==> src/rtl/clkstep_pkg.sv <==
package clkstep_pkg;

  localparam int WORD_W = 32;
  localparam int M_LSB  = 16;
  localparam int M_W    = 10;
  localparam int P_LSB  = 8;
  localparam int P_W    = 6;
  localparam int S_LSB  = 0;
  localparam int S_W    = 3;

  localparam logic [WORD_W-1:0] PM_MASK =
    (WORD_W'((1 << M_W) - 1) << M_LSB) | (WORD_W'((1 << P_W) - 1) << P_LSB);

  localparam logic [2:0] MUXST_MAIN = 3'd1;
  localparam logic [2:0] MUXST_ALT  = 3'd2;

  typedef enum logic [3:0] {
    SQ_IDLE,
    SQ_DIV_REQ,
    SQ_DIV_WAIT,
    SQ_S_ONLY,
    SQ_PARK,
    SQ_WAIT_ALT,
    SQ_WRITE,
    SQ_WAIT_LOCK,
    SQ_WAIT_MAIN,
    SQ_FINISH
  } seq_state_e;

  function automatic logic [WORD_W-1:0] make_word(input int m, input int p, input int s);
    return (WORD_W'(m) << M_LSB) | (WORD_W'(p) << P_LSB) | (WORD_W'(s) << S_LSB);
  endfunction

  // feedback / pre-divider / post-divider per level, fastest first
  function automatic logic [WORD_W-1:0] level_pms(input int lvl);
    case (lvl)
      0:       return make_word(425, 6, 0);
      1:       return make_word(200, 3, 0);
      2:       return make_word(250, 4, 0);
      3:       return make_word(175, 3, 0);
      4:       return make_word(325, 6, 0);
      5:       return make_word(200, 4, 0);
      6:       return make_word(275, 6, 0);
      7:       return make_word(125, 3, 0);
      8:       return make_word(150, 4, 0);
      9:       return make_word(100, 3, 0);
      10:      return make_word(175, 3, 1);
      11:      return make_word(200, 4, 1);
      12:      return make_word(125, 3, 1);
      13:      return make_word(100, 3, 1);
      14:      return make_word(200, 4, 2);
      default: return make_word(100, 3, 2);
    endcase
  endfunction

endpackage

==> src/rtl/clkstep_pms_rom.sv <==
module clkstep_pms_rom
  import clkstep_pkg::*;
#(
  parameter int LEVELS   = 16,
  parameter int LVL_W    = $clog2(LEVELS),
  parameter int RD_PORTS = 3
) (
  input  logic [RD_PORTS-1:0][LVL_W-1:0]  idx_i,
  output logic [RD_PORTS-1:0][WORD_W-1:0] word_o
);

  logic [WORD_W-1:0] table_w [LEVELS];

  for (genvar g = 0; g < LEVELS; g++) begin : g_entry
    assign table_w[g] = level_pms(g);
  end

  for (genvar r = 0; r < RD_PORTS; r++) begin : g_port
    assign word_o[r] = table_w[idx_i[r]];
  end

endmodule

==> src/rtl/clkstep_plan.sv <==
module clkstep_plan
  import clkstep_pkg::*;
#(
  parameter int LEVELS = 16,
  parameter int LVL_W  = $clog2(LEVELS)
) (
  input  logic [LVL_W-1:0]  req_lvl_i,
  input  logic [LVL_W-1:0]  cur_lvl_i,
  input  logic [WORD_W-1:0] req_word_i,
  input  logic [WORD_W-1:0] cur_word_i,
  output logic              relock_o,
  output logic              faster_o
);

  // a relock is needed only when feedback or pre-divider settings move
  assign relock_o = |((req_word_i ^ cur_word_i) & PM_MASK);
  // lower index means a higher clock
  assign faster_o = (req_lvl_i < cur_lvl_i);

endmodule

==> src/rtl/clkstep_fsm.sv <==
module clkstep_fsm
  import clkstep_pkg::*;
#(
  parameter int LEVELS     = 16,
  parameter int LVL_W      = $clog2(LEVELS),
  parameter int LOCK_W     = 16,
  parameter int LOCK_PER_P = 250
) (
  input  logic              clk,
  input  logic              rst,
  input  logic              start_i,
  input  logic [LVL_W-1:0]  target_i,
  input  logic              relock_i,
  input  logic              faster_i,
  input  logic [WORD_W-1:0] tgt_word_i,
  input  logic [2:0]        mux_stat_i,
  input  logic              pll_locked_i,
  input  logic              div_done_i,
  output logic [LVL_W-1:0]  cur_level_o,
  output logic [LVL_W-1:0]  tgt_level_o,
  output logic              mux_alt_o,
  output logic [LOCK_W-1:0] lock_cnt_o,
  output logic [WORD_W-1:0] pms_word_o,
  output logic              div_req_o,
  output logic              busy_o,
  output logic              done_o
);

  seq_state_e state_q;
  logic       relock_q;
  logic       faster_q;
  seq_state_e pll_entry;
  logic [LOCK_W-1:0] lock_val;

  assign pll_entry = relock_q ? SQ_PARK : SQ_S_ONLY;
  assign lock_val  = LOCK_W'(tgt_word_i[P_LSB +: P_W]) * LOCK_W'(LOCK_PER_P);

  always_ff @(posedge clk) begin
    if (rst) begin
      state_q     <= SQ_IDLE;
      relock_q    <= 1'b0;
      faster_q    <= 1'b0;
      cur_level_o <= '0;
      tgt_level_o <= '0;
      mux_alt_o   <= 1'b0;
      lock_cnt_o  <= '0;
      pms_word_o  <= level_pms(0);
      div_req_o   <= 1'b0;
      busy_o      <= 1'b0;
      done_o      <= 1'b0;
    end else begin
      done_o <= 1'b0;
      unique case (state_q)
        SQ_IDLE: begin
          if (start_i && (target_i != cur_level_o)) begin
            tgt_level_o <= target_i;
            relock_q    <= relock_i;
            faster_q    <= faster_i;
            busy_o      <= 1'b1;
            if (faster_i)      state_q <= SQ_DIV_REQ;
            else if (relock_i) state_q <= SQ_PARK;
            else               state_q <= SQ_S_ONLY;
          end
        end
        SQ_DIV_REQ: begin
          div_req_o <= 1'b1;
          state_q   <= SQ_DIV_WAIT;
        end
        SQ_DIV_WAIT: begin
          if (div_done_i) begin
            div_req_o <= 1'b0;
            state_q   <= faster_q ? pll_entry : SQ_FINISH;
          end
        end
        SQ_S_ONLY: begin
          pms_word_o[S_LSB +: S_W] <= tgt_word_i[S_LSB +: S_W];
          state_q <= faster_q ? SQ_FINISH : SQ_DIV_REQ;
        end
        SQ_PARK: begin
          mux_alt_o <= 1'b1;
          state_q   <= SQ_WAIT_ALT;
        end
        SQ_WAIT_ALT: begin
          if (mux_stat_i == MUXST_ALT) begin
            lock_cnt_o <= lock_val;
            state_q    <= SQ_WRITE;
          end
        end
        SQ_WRITE: begin
          pms_word_o <= tgt_word_i;
          state_q    <= SQ_WAIT_LOCK;
        end
        SQ_WAIT_LOCK: begin
          if (pll_locked_i) begin
            mux_alt_o <= 1'b0;
            state_q   <= SQ_WAIT_MAIN;
          end
        end
        SQ_WAIT_MAIN: begin
          if (mux_stat_i == MUXST_MAIN) begin
            state_q <= faster_q ? SQ_FINISH : SQ_DIV_REQ;
          end
        end
        SQ_FINISH: begin
          cur_level_o <= tgt_level_o;
          busy_o      <= 1'b0;
          done_o      <= 1'b1;
          state_q     <= SQ_IDLE;
        end
        default: state_q <= SQ_IDLE;
      endcase
    end
  end

endmodule

==> src/rtl/clkstep_seq.sv <==
module clkstep_seq
  import clkstep_pkg::*;
#(
  parameter int LEVELS     = 16,
  parameter int LVL_W      = $clog2(LEVELS),
  parameter int LOCK_W     = 16,
  parameter int LOCK_PER_P = 250
) (
  input  logic              clk,
  input  logic              rst,
  input  logic              start_i,
  input  logic [LVL_W-1:0]  target_i,
  input  logic [2:0]        mux_stat_i,
  input  logic              pll_locked_i,
  input  logic              div_done_i,
  output logic [LVL_W-1:0]  cur_level_o,
  output logic              mux_sel_alt_o,
  output logic [LOCK_W-1:0] lock_cnt_o,
  output logic [WORD_W-1:0] pms_word_o,
  output logic              div_req_o,
  output logic [LVL_W-1:0]  div_level_o,
  output logic              busy_o,
  output logic              done_o
);

  localparam int RD_PORTS = 3;

  logic [RD_PORTS-1:0][LVL_W-1:0]  rom_idx;
  logic [RD_PORTS-1:0][WORD_W-1:0] rom_word;
  logic [LVL_W-1:0]                tgt_lvl;
  logic                            relock;
  logic                            faster;

  // port 0: requested level, port 1: current level, port 2: latched target
  assign rom_idx = {tgt_lvl, cur_level_o, target_i};

  clkstep_pms_rom #(
    .LEVELS   (LEVELS),
    .LVL_W    (LVL_W),
    .RD_PORTS (RD_PORTS)
  ) u_rom (
    .idx_i  (rom_idx),
    .word_o (rom_word)
  );

  clkstep_plan #(
    .LEVELS (LEVELS),
    .LVL_W  (LVL_W)
  ) u_plan (
    .req_lvl_i  (target_i),
    .cur_lvl_i  (cur_level_o),
    .req_word_i (rom_word[0]),
    .cur_word_i (rom_word[1]),
    .relock_o   (relock),
    .faster_o   (faster)
  );

  clkstep_fsm #(
    .LEVELS     (LEVELS),
    .LVL_W      (LVL_W),
    .LOCK_W     (LOCK_W),
    .LOCK_PER_P (LOCK_PER_P)
  ) u_fsm (
    .clk          (clk),
    .rst          (rst),
    .start_i      (start_i),
    .target_i     (target_i),
    .relock_i     (relock),
    .faster_i     (faster),
    .tgt_word_i   (rom_word[2]),
    .mux_stat_i   (mux_stat_i),
    .pll_locked_i (pll_locked_i),
    .div_done_i   (div_done_i),
    .cur_level_o  (cur_level_o),
    .tgt_level_o  (tgt_lvl),
    .mux_alt_o    (mux_sel_alt_o),
    .lock_cnt_o   (lock_cnt_o),
    .pms_word_o   (pms_word_o),
    .div_req_o    (div_req_o),
    .busy_o       (busy_o),
    .done_o       (done_o)
  );

  assign div_level_o = tgt_lvl;

endmodule

==> config.mk <==
export PLATFORM = sky130hd
export DESIGN_NAME = clkstep_seq
export DESIGN_NICKNAME = d
export VERILOG_FILES = /design/src/rtl/clkstep_pkg.sv /design/src/rtl/clkstep_pms_rom.sv /design/src/rtl/clkstep_plan.sv /design/src/rtl/clkstep_fsm.sv /design/src/rtl/clkstep_seq.sv
export SDC_FILE = /design/constraint.sdc
export NUM_CORES = 1
export LEC_CHECK = 0
export BUFFER_PORTS_ARGS = -buffer_cell sky130_fd_sc_hd__buf_2
export CAP_MARGIN = 30
export CORE_MARGIN = 3
export CORE_UTILIZATION = 30
export DETAILED_ROUTE_END_ITERATION = 8
export PLACE_DENSITY = 0.48
export SLEW_MARGIN = 20
export SYNTH_ARGS = -nofsm -noshare
export SYNTH_HDL_FRONTEND = slang
export SYNTH_SLANG_ARGS = --single-unit
export TNS_END_PERCENT = 100
==> constraint.sdc <==
create_clock -name clk -period 11.7 [get_ports clk]
set_clock_uncertainty 0.2 [all_clocks]
set_input_delay 2.34 -clock clk [delete_from_list [all_inputs] [get_ports clk]]
set_output_delay 2.34 -clock clk [all_outputs]
set_load 0.05 [all_outputs]
After elaboration in Yosys (flattened, before gate mapping)
Memory sizes are Yosys's and may differ from the RTL's. Index checks and enable logic that the tools add are counted.

Register bits after elaboration: 63. Input bits: 12. ROM bits: 1536. Memories: 3. Word-level logic and storage cells: 78.

Reduce and logical (&&, ||, !) cells: 13. Muxes and demuxes: 24. Equality and inequality tests: 17. Bitwise logic cells: 4. Multiply operators: 1. Magnitude comparators: 4.

Memories: (name not given) (depth 16, bits a word 32, read ports 1, clocked after Yosys merged registers in 0, wr ports 0, line clkstep_pms_rom.sv:19) `assign word_o[r] = table_w[idx_i[r]];`; (name not given) (depth 16, bits a word 32, read ports 1, clocked after Yosys merged registers in 0, wr ports 0, line clkstep_pms_rom.sv:19); (name not given) (depth 16, bits a word 32, read ports 1, clocked after Yosys merged registers in 0, wr ports 0, line clkstep_pms_rom.sv:19).

Operators by type and width (count): $mux 26 (4); $mux 32 (2); $pmux 4 s9 (1); $mux 4 (8); $xor 26x26->26 (1); $eq 4x3->1 const B (4); $reduce_or 16->1 (1); $ge 5x5->1 const B (3); $not 4->5 (3); $mul 6x7->13 const B (1); $reduce_and 2->1 (5); $eq 4x2->1 const B (2); $eq 4x4->1 const B (2); $mux 3 (2); $ne 2x1->1 const B (3); $pmux 1 s2 (3); $reduce_bool 2->1 (3); $reduce_and 5->1 (1); $eq 4x1->1 const B (1); $logic_not 4->1 (1); $lt 4x4->1 (1); $mux 1 (4); $ne 2x2->1 const B (2); $ne 4x4->1 (1); 4 further kinds (4).

Depth between registers and ports, before layout
Gate-level depths: netlist of run 1.

Word-level depth: 10. Mapped depth: 18. Mapped depth without buffers: 17.

Modules after synthesis
Synthesis of run 1 repeated with hierarchy kept, for this count alone.

Cell total of the unflattened synthesis: 667. Area total of the unflattened synthesis: 5330.1 µm².

Modules (own cells, without submodules): clkstep_fsm (cells an instance 407, area an instance 3468.3 µm², seq. area each 1261.2 µm², instances 1); clkstep_pms_rom (cells an instance 229, area an instance 1611.5 µm², seq. area each 0.0 µm², instances 1); clkstep_plan (cells an instance 31, area an instance 250.2 µm², seq. area each 0.0 µm², instances 1).

Worst setup path after synthesis of run 1
No wires, ideal clock.

Kind: in2reg. Start point: input port target_i[0]. End point: register u_fsm.state_q[0]. Library setup time: 0.059 ns. Arrival: 4.058 ns. Stages: 7. Slack: 7.383 ns. Required time: 11.441 ns. Cell sequence: inv_1 ha_1 mux4_2 xnor2_1 nand4_1 nor4_4 o211a_1.

Cells in the longest elaborated chain, start to end: 10.

Ends and longest elaborated chain: start: declaration (line clkstep_seq.sv:12) `input logic [LVL_W-1:0] target_i,`; $not 4->5 (not written as such) (line clkstep_pms_rom.sv:19); $mem_v2 16x32; $mux 26 (not written as such) (2 in series) (line clkstep_pms_rom.sv:19); $xor 26x26->26 (line clkstep_plan.sv:16) `assign relock_o = |((req_word_i ^ cur_word_i) & PM_MASK);`; $reduce_or 16->1 (line clkstep_plan.sv:16); $mux 3 (line clkstep_fsm.sv:61) `else if (relock_i) state_q <= SQ_PARK;`; $mux 4 (line clkstep_fsm.sv:60) `if (faster_i) state_q <= SQ_DIV_REQ;`; $mux 4 (line clkstep_fsm.sv:55) `if (start_i && (target_i != cur_level_o)) begin`; $pmux 4 s9 (line clkstep_fsm.sv:53) `unique case (state_q)`; end signal: assignment (line clkstep_fsm.sv:72) `state_q <= faster_q ? pll_entry : SQ_FINISH;`; end signal: assignment (line clkstep_fsm.sv:77) `state_q <= faster_q ? SQ_FINISH : SQ_DIV_REQ;`; end signal: assignment (line clkstep_fsm.sv:101) `state_q <= faster_q ? SQ_FINISH : SQ_DIV_REQ;`; end: declaration (line clkstep_fsm.sv:29) `seq_state_e state_q;`.

Parallel ways exist; a longest one is shown, timed or not. The select of a mux whose other input is x is not followed. A chain may end at the register's enable or synchronous reset.

Final worst setup path of run 1
Start point: input port target_i[0]. End point: register u_fsm.relock_q.

Cells in the longest elaborated chain, start to end: 6.

Ends and longest elaborated chain: $not 4->5 (not written as such) (line clkstep_pms_rom.sv:19); $mem_v2 16x32; $mux 26 (not written as such) (2 in series) (line clkstep_pms_rom.sv:19); $xor 26x26->26 (line clkstep_plan.sv:16); $reduce_or 16->1 (line clkstep_plan.sv:16); end signal: assignment (line clkstep_fsm.sv:57) `relock_q <= relock_i;`; end: declaration (line clkstep_fsm.sv:30) `logic relock_q;`.

Parallel ways exist; a longest one is shown, timed or not. The select of a mux whose other input is x is not followed.

==> results.toml, run 1 <==
[grt]
grt_pass1_wl_um = 14000
grt_max_degree = 35
overflow = 0
grt_util_all_layers_pct = 12.6
antenna_found_initial = 0
grt_pass1_vias = 2894

[yosys]
syn_inst = 467
ys_seq_area_share_pct = 23.3
ys_ff_latch = 43
ys_types = 61
synthArstFlopShare_pct = 0
netlist_area_mm2 = 0.00370
syn_area_per_cell_um2 = 7.92
yosysWarnings = 0
synthFlopType = "dfxtp_1"
synth_edf_count = 0

[worst_setup_path]
startpoint_type = "primary input"
ff2ff_setup_slack_ns = 7.29
crit_start = "target_i[0]"
r2r_end = "u_fsm.lock_cnt_o[11]"
crit_required_ns = 11.64
critPathMaxFanout = 10
cp-end-kind = "register"
path_class = "in -> reg"
crit_end = "u_fsm.relock_q"
timing.rr.start = "u_fsm.tgt_level_o[0]"
r2r_cells = 13
arrival_ns = 4.40

[routing]
met1_length_um = 3970
wirelength_um = 8470
routed-wl-met2_um = 4060
highest_layer = "met4"
wl_per_cell_um = 13.3
drt_drc_violations_left = 0
wl_met3_um = 346
vias = 3169
postRouteAntennaNets = 0
drt_first_pass_iters = 4
first_iter_violations = 133
via_per_inst = 4.99

[floorplanning]
coreArea_mm2 = 0.0117
ioPinCount = 72
initial_core_util_pct = 31.6
num_rows = 39
chipHeight_um = 117
fp.dieW_um = 117
die-area_mm2 = 0.0137

[clocking]
cts-buffers-inserted = 5
cts.sinks = 43
clk_path_buf_depth = 2
post_cts_buffers = 0
clk_latency_ns = 0.28
cts_tree = "built"
cts.hold.buffers_added = 0
clockRootBuffer = "clkbuf_16"
cts_resized = 0
cts.clk_slew.worst_paths_ns = 0.07
h-tree-depth = 2

[cells_and_area]
n_antenna_cell = 0
syn2layout_area_growth_pct = 9.54
fin_util_pct = 34.6
drive_above_1_share_pct = 16.9
finalInstanceArea_mm2 = 0.00405
layout.nets = 540

[sta]
setup_violations = 0
setup_tns_ns = 0
rsz0062_at_grt = "no"
period_needed_ns = 4.46
drv_slew = 0
hold_viol_final = 0
relSlewSlack_pct = 42.4
worst_slew_pin_slew_ns = 0.863
hold_ws_ns = 0.250
max_freq_mhz = 224
min_period_over_period_pct = 38.2

[place]
placed_cell_area_mm2 = 0.00387
dpl.hpwl_um = 6420
io_buffers = 48
routabilityCongestion = 0.811

[min_path]
hold_class = "reg -> reg"

[power_and_ir_drop]
p_leak_nw = 1.76
max-vdd-ir-drop_mv = 0.0602
powerDensity_mw_per_mm2 = 181

[outcome]
status = "complete, no violations"

[run]
drv_cap = 0
state kept, by name, indices dropped and copies added (netlist names), 4 cells and up:
name               count
u_fsm.cur_level_o      4
u_fsm.lock_cnt_o      11
u_fsm.pms_word_o      14
u_fsm.state_q          4
u_fsm.tgt_level_o      4
area by class of cell:
cell class                      instances  area, um2
Fill cell                            1274       7660
Multi-Input combinational cell        362       2470
Sequential cell                        43        861
Timing Repair Buffer                   49        255
Tap cell                              143        179
Clock buffer                            5        125
Inverter                               30        113
Clock inverter                          3       43.8
critical path: stages:
cell      delay, ns
buf_2          0.19
inv_1          0.15
ha_1           0.41
mux4_2         0.50
xnor2_1        0.14
nand4_1        0.16
nor4_4         0.40
a211oi_1       0.12
metrics by stage:
step / worst slack, ns / power (mW) / instances
floorplan: 7.38 / 0.518 / 489
global placement: 6.99 / 0.576 / 626
detailed placement: 6.93 / 0.578 / 626
CTS: 7.22 / 0.744 / 634
global route: 6.90 / 0.805 / 635
finish: 7.24 / 0.733 / 635
worst min path at each step:
stage | start | to | slack (ns) | depth (start not counted)
floorplan | u_fsm.faster_q | u_fsm.faster_q | 0.29 | 2
global placement | u_fsm.lock_cnt_o[10] | u_fsm.lock_cnt_o[10] | 0.24 | 2
detailed placement | u_fsm.lock_cnt_o[10] | u_fsm.lock_cnt_o[10] | 0.24 | 2
CTS | u_fsm.lock_cnt_o[10] | u_fsm.lock_cnt_o[10] | 0.25 | 2
global route | u_fsm.lock_cnt_o[10] | u_fsm.lock_cnt_o[10] | 0.28 | 2
finish | u_fsm.lock_cnt_o[10] | u_fsm.lock_cnt_o[10] | 0.25 | 2
cells by family after synthesis:
group / after synthesis / share of synthesized area, %
and+or+nand+nor: 139 / 18.6
buffers and inverters: 84 / 12.0
DFF: 43 / 23.3
muxes: 21 / 7.85
other: 1 / 0.101
adders and majority gates: 37 / 13.1
AOI/OAI and AO/OA: 122 / 20.3
xor gates and xnor gates: 20 / 4.74
synthesized netlist by cell type (7+ instances only):
master,instances,area [um2]
a21oi_1,42,210
nand2_1,36,135
buf_2,8,40.0
buf_4,26,195
o21ai_0,31,155
xnor2_1,16,140
mux2i_1,14,140
o211ai_1,7,52.6
a31oi_1,9,56.3
nor2_1,54,203
dfxtp_1,43,861
inv_1,25,93.8
nand2b_1,10,62.6
ha_1,34,425
clkbuf_1,16,60.1
a211oi_1,11,82.6
report_power, final:
group	internal [mW]	switching (mW)
logic	0.145	0.226
registers	0.162	0.0410
clock network	0.101	0.0586
total	0.408	0.326
cells in the final DEF (no fill, tap or decap), drive strengths merged, types with 8 or more instances in the layout:
cell type  instances
a211oi            11
o21ai             34
buf               49
mux2i             14
xnor2             16
o211ai             8
conb              23
nand2             36
nand2b            10
inv               29
dfxtp             43
a31oi              9
ha                34
a21oi             43
nor2              54
per-layer routing:
| metal | track usage, % | vias up |
|---|---|---|
| met5 | 0 | - |
| met4 | 2.98 | 0 |
| met3 | 2.57 | 6 |
| met2 | 21.5 | 59 |
| met1 | 16.4 | 1483 |
| li1 | - | 1621 |
No activity file was read; power rests on OpenSTA's default activity.
==> run 2: changes to the inputs <==
==> constraint.sdc (replaced) <==
create_clock -name clk -period 4.7 [get_ports clk]
set_clock_uncertainty 0.2 [all_clocks]
set_input_delay 0.94 -clock clk [delete_from_list [all_inputs] [get_ports clk]]
set_output_delay 0.94 -clock clk [all_outputs]
set_load 0.05 [all_outputs]
==> results.toml, run 2 (same netlist as run 1, synthesis figures left out) <==
[clocking]
cts.hold.buffers_added = 0
clk_latency_ns = 0.28
clockRootBuffer = "clkbuf_16"
cts_tree = "built"
h-tree-depth = 2
post_cts_buffers = 0
cts-buffers-inserted = 5
clk_path_buf_depth = 2
cts_resized = 0
cts.clk_slew.worst_paths_ns = 0.07
cts.sinks = 43

[grt]
grt_pass1_vias = 2887
overflow = 0
grt_pass1_wl_um = 14700
antenna_found_initial = 0
grt_max_degree = 35
grt_util_all_layers_pct = 13.0

[worst_setup_path]
r2r_end = "u_fsm.lock_cnt_o[9]"
startpoint_type = "register"
crit_required_ns = 4.65
cp-end-kind = "register"
timing.rr.start = "u_fsm.tgt_level_o[0]"
arrival_ns = 4.18
critPathMaxFanout = 11
ff2ff_setup_slack_ns = 0.47
path_class = "reg -> reg"
r2r_cells = 14

[power_and_ir_drop]
p_leak_nw = 1.77
powerDensity_mw_per_mm2 = 462
max-vdd-ir-drop_mv = 0.165
fin_total_pwr_mw = 1.88

[min_path]
min_from = "u_fsm.pms_word_o[22]"
hold_class = "reg -> reg"
whs_path_depth = 2
min_to = "u_fsm.pms_word_o[22]"

[routing]
postRouteAntennaNets = 0
drt_drc_violations_left = 0
via_per_inst = 4.90
vias = 3115
drt_first_pass_iters = 4
wl_per_cell_um = 13.6
first_iter_violations = 171
wirelength_um = 8650

[cells_and_area]
largest_reg_flops = 14
syn2layout_area_growth_pct = 10.2
n_antenna_cell = 0
mostFrequentLayoutCell = "nor2_1"
top_regs = "u_fsm.pms_word_o: 14 flops, u_fsm.lock_cnt_o: 11 flops"
final_cell_mix = "nor2_1, buf_2, dfxtp_1, a21oi_1, nand2_1"
drive_above_1_share_pct = 17.0
top_register = "u_fsm.pms_word_o"
layout.nets = 541

[sta]
worst_slew_pin_slew_ns = 0.877
relSlewSlack_pct = 41.5
rsz0062_at_grt = "no"
max_freq_mhz = 236
min_period_over_period_pct = 90.1
setup_violations = 0
period_needed_ns = 4.23
hold_viol_final = 0
setup_tns_ns = 0
drv_slew = 0

[floorplanning]
coreArea_mm2 = 0.0117
num_rows = 39
fp.dieW_um = 117
ioPinCount = 72
chipHeight_um = 117
die-area_mm2 = 0.0137
initial_core_util_pct = 31.6

[place]
io_buffers = 48
dpl.hpwl_um = 6480
routabilityCongestion = 0.806

[run]
drv_cap = 0

[outcome]
status = "complete, no violations"
[run 2: changes by cell type in the layout (fill, tap and decap cells not counted)]
cell	before	now
clkinv_4	1	0
buf_8	1	0
buf_4	0	2
clkinv_2	1	0
clkinvlp_4	0	1
bufinv_16	1	2
[run 2: critical path, stage by stage (launching register included)]
cell and delay (ns):
dfxtp_1 0.57, inv_2 0.12, ha_1 0.37, inv_1 0.08, mux4_2 0.55, inv_1 0.15
fa_1 0.49, ha_1 0.36, fa_1 0.45, nor2b_1 0.16, o221ai_1 0.16, nand2_1 0.11
xor2_1 0.15, mux2i_1 0.12, nor2_1 0.06
[run 2: cell type report]
cell class | count | area [um2]
Tap cell | 143 | 179
Fill cell | 1248 | 7640
Clock inverter | 3 | 67.6
Inverter | 30 | 113
Clock buffer | 5 | 125
Multi-Input combinational cell | 362 | 2470
Sequential cell | 43 | 861
Timing Repair Buffer | 50 | 255
[run 2: routing by layer]
layer  GRT usage, %  wire length [um]
met1           19.0              4400
met2           20.3              3860
met3           2.16               348
met4           2.75                39
met5              0                 0
[run 2: worst max path at each step]
stage	to	slack, ns	depth (start not counted)	startpoint
floorplan	u_fsm.lock_cnt_o[9]	0.44	14	u_fsm.tgt_level_o[1]
CTS	u_fsm.lock_cnt_o[9]	0.46	14	u_fsm.tgt_level_o[0]
detailed placement	u_fsm.lock_cnt_o[9]	0.47	14	u_fsm.tgt_level_o[1]
global placement	u_fsm.lock_cnt_o[9]	0.59	14	u_fsm.tgt_level_o[0]
global route	u_fsm.lock_cnt_o[9]	0.18	15	u_fsm.tgt_level_o[1]
finish	u_fsm.lock_cnt_o[9]	0.47	14	u_fsm.tgt_level_o[0]
[run 2: report_power, final]
group | total, mW | leakage (nW) | switching, mW | internal, mW
combinational | 0.935 | 1.33 | 0.569 | 0.365
clock | 0.451 | 0.0900 | 0.147 | 0.304
sequential | 0.496 | 0.349 | 0.0940 | 0.402
total | 1.88 | 1.77 | 0.810 | 1.07
[run 2: stage by stage]
stage	hold WS, ns	cell area [um2]	std cells	util (%)	setup slack, ns
floorplan	0.286	3780	489	-	0.443
global placement	0.244	3880	628	33.1	0.591
detailed placement	0.246	3880	628	33.1	0.472
CTS	0.255	4070	636	34.8	0.455
global route	0.285	4070	636	34.8	0.180
finish	0.252	4070	636	34.8	0.466
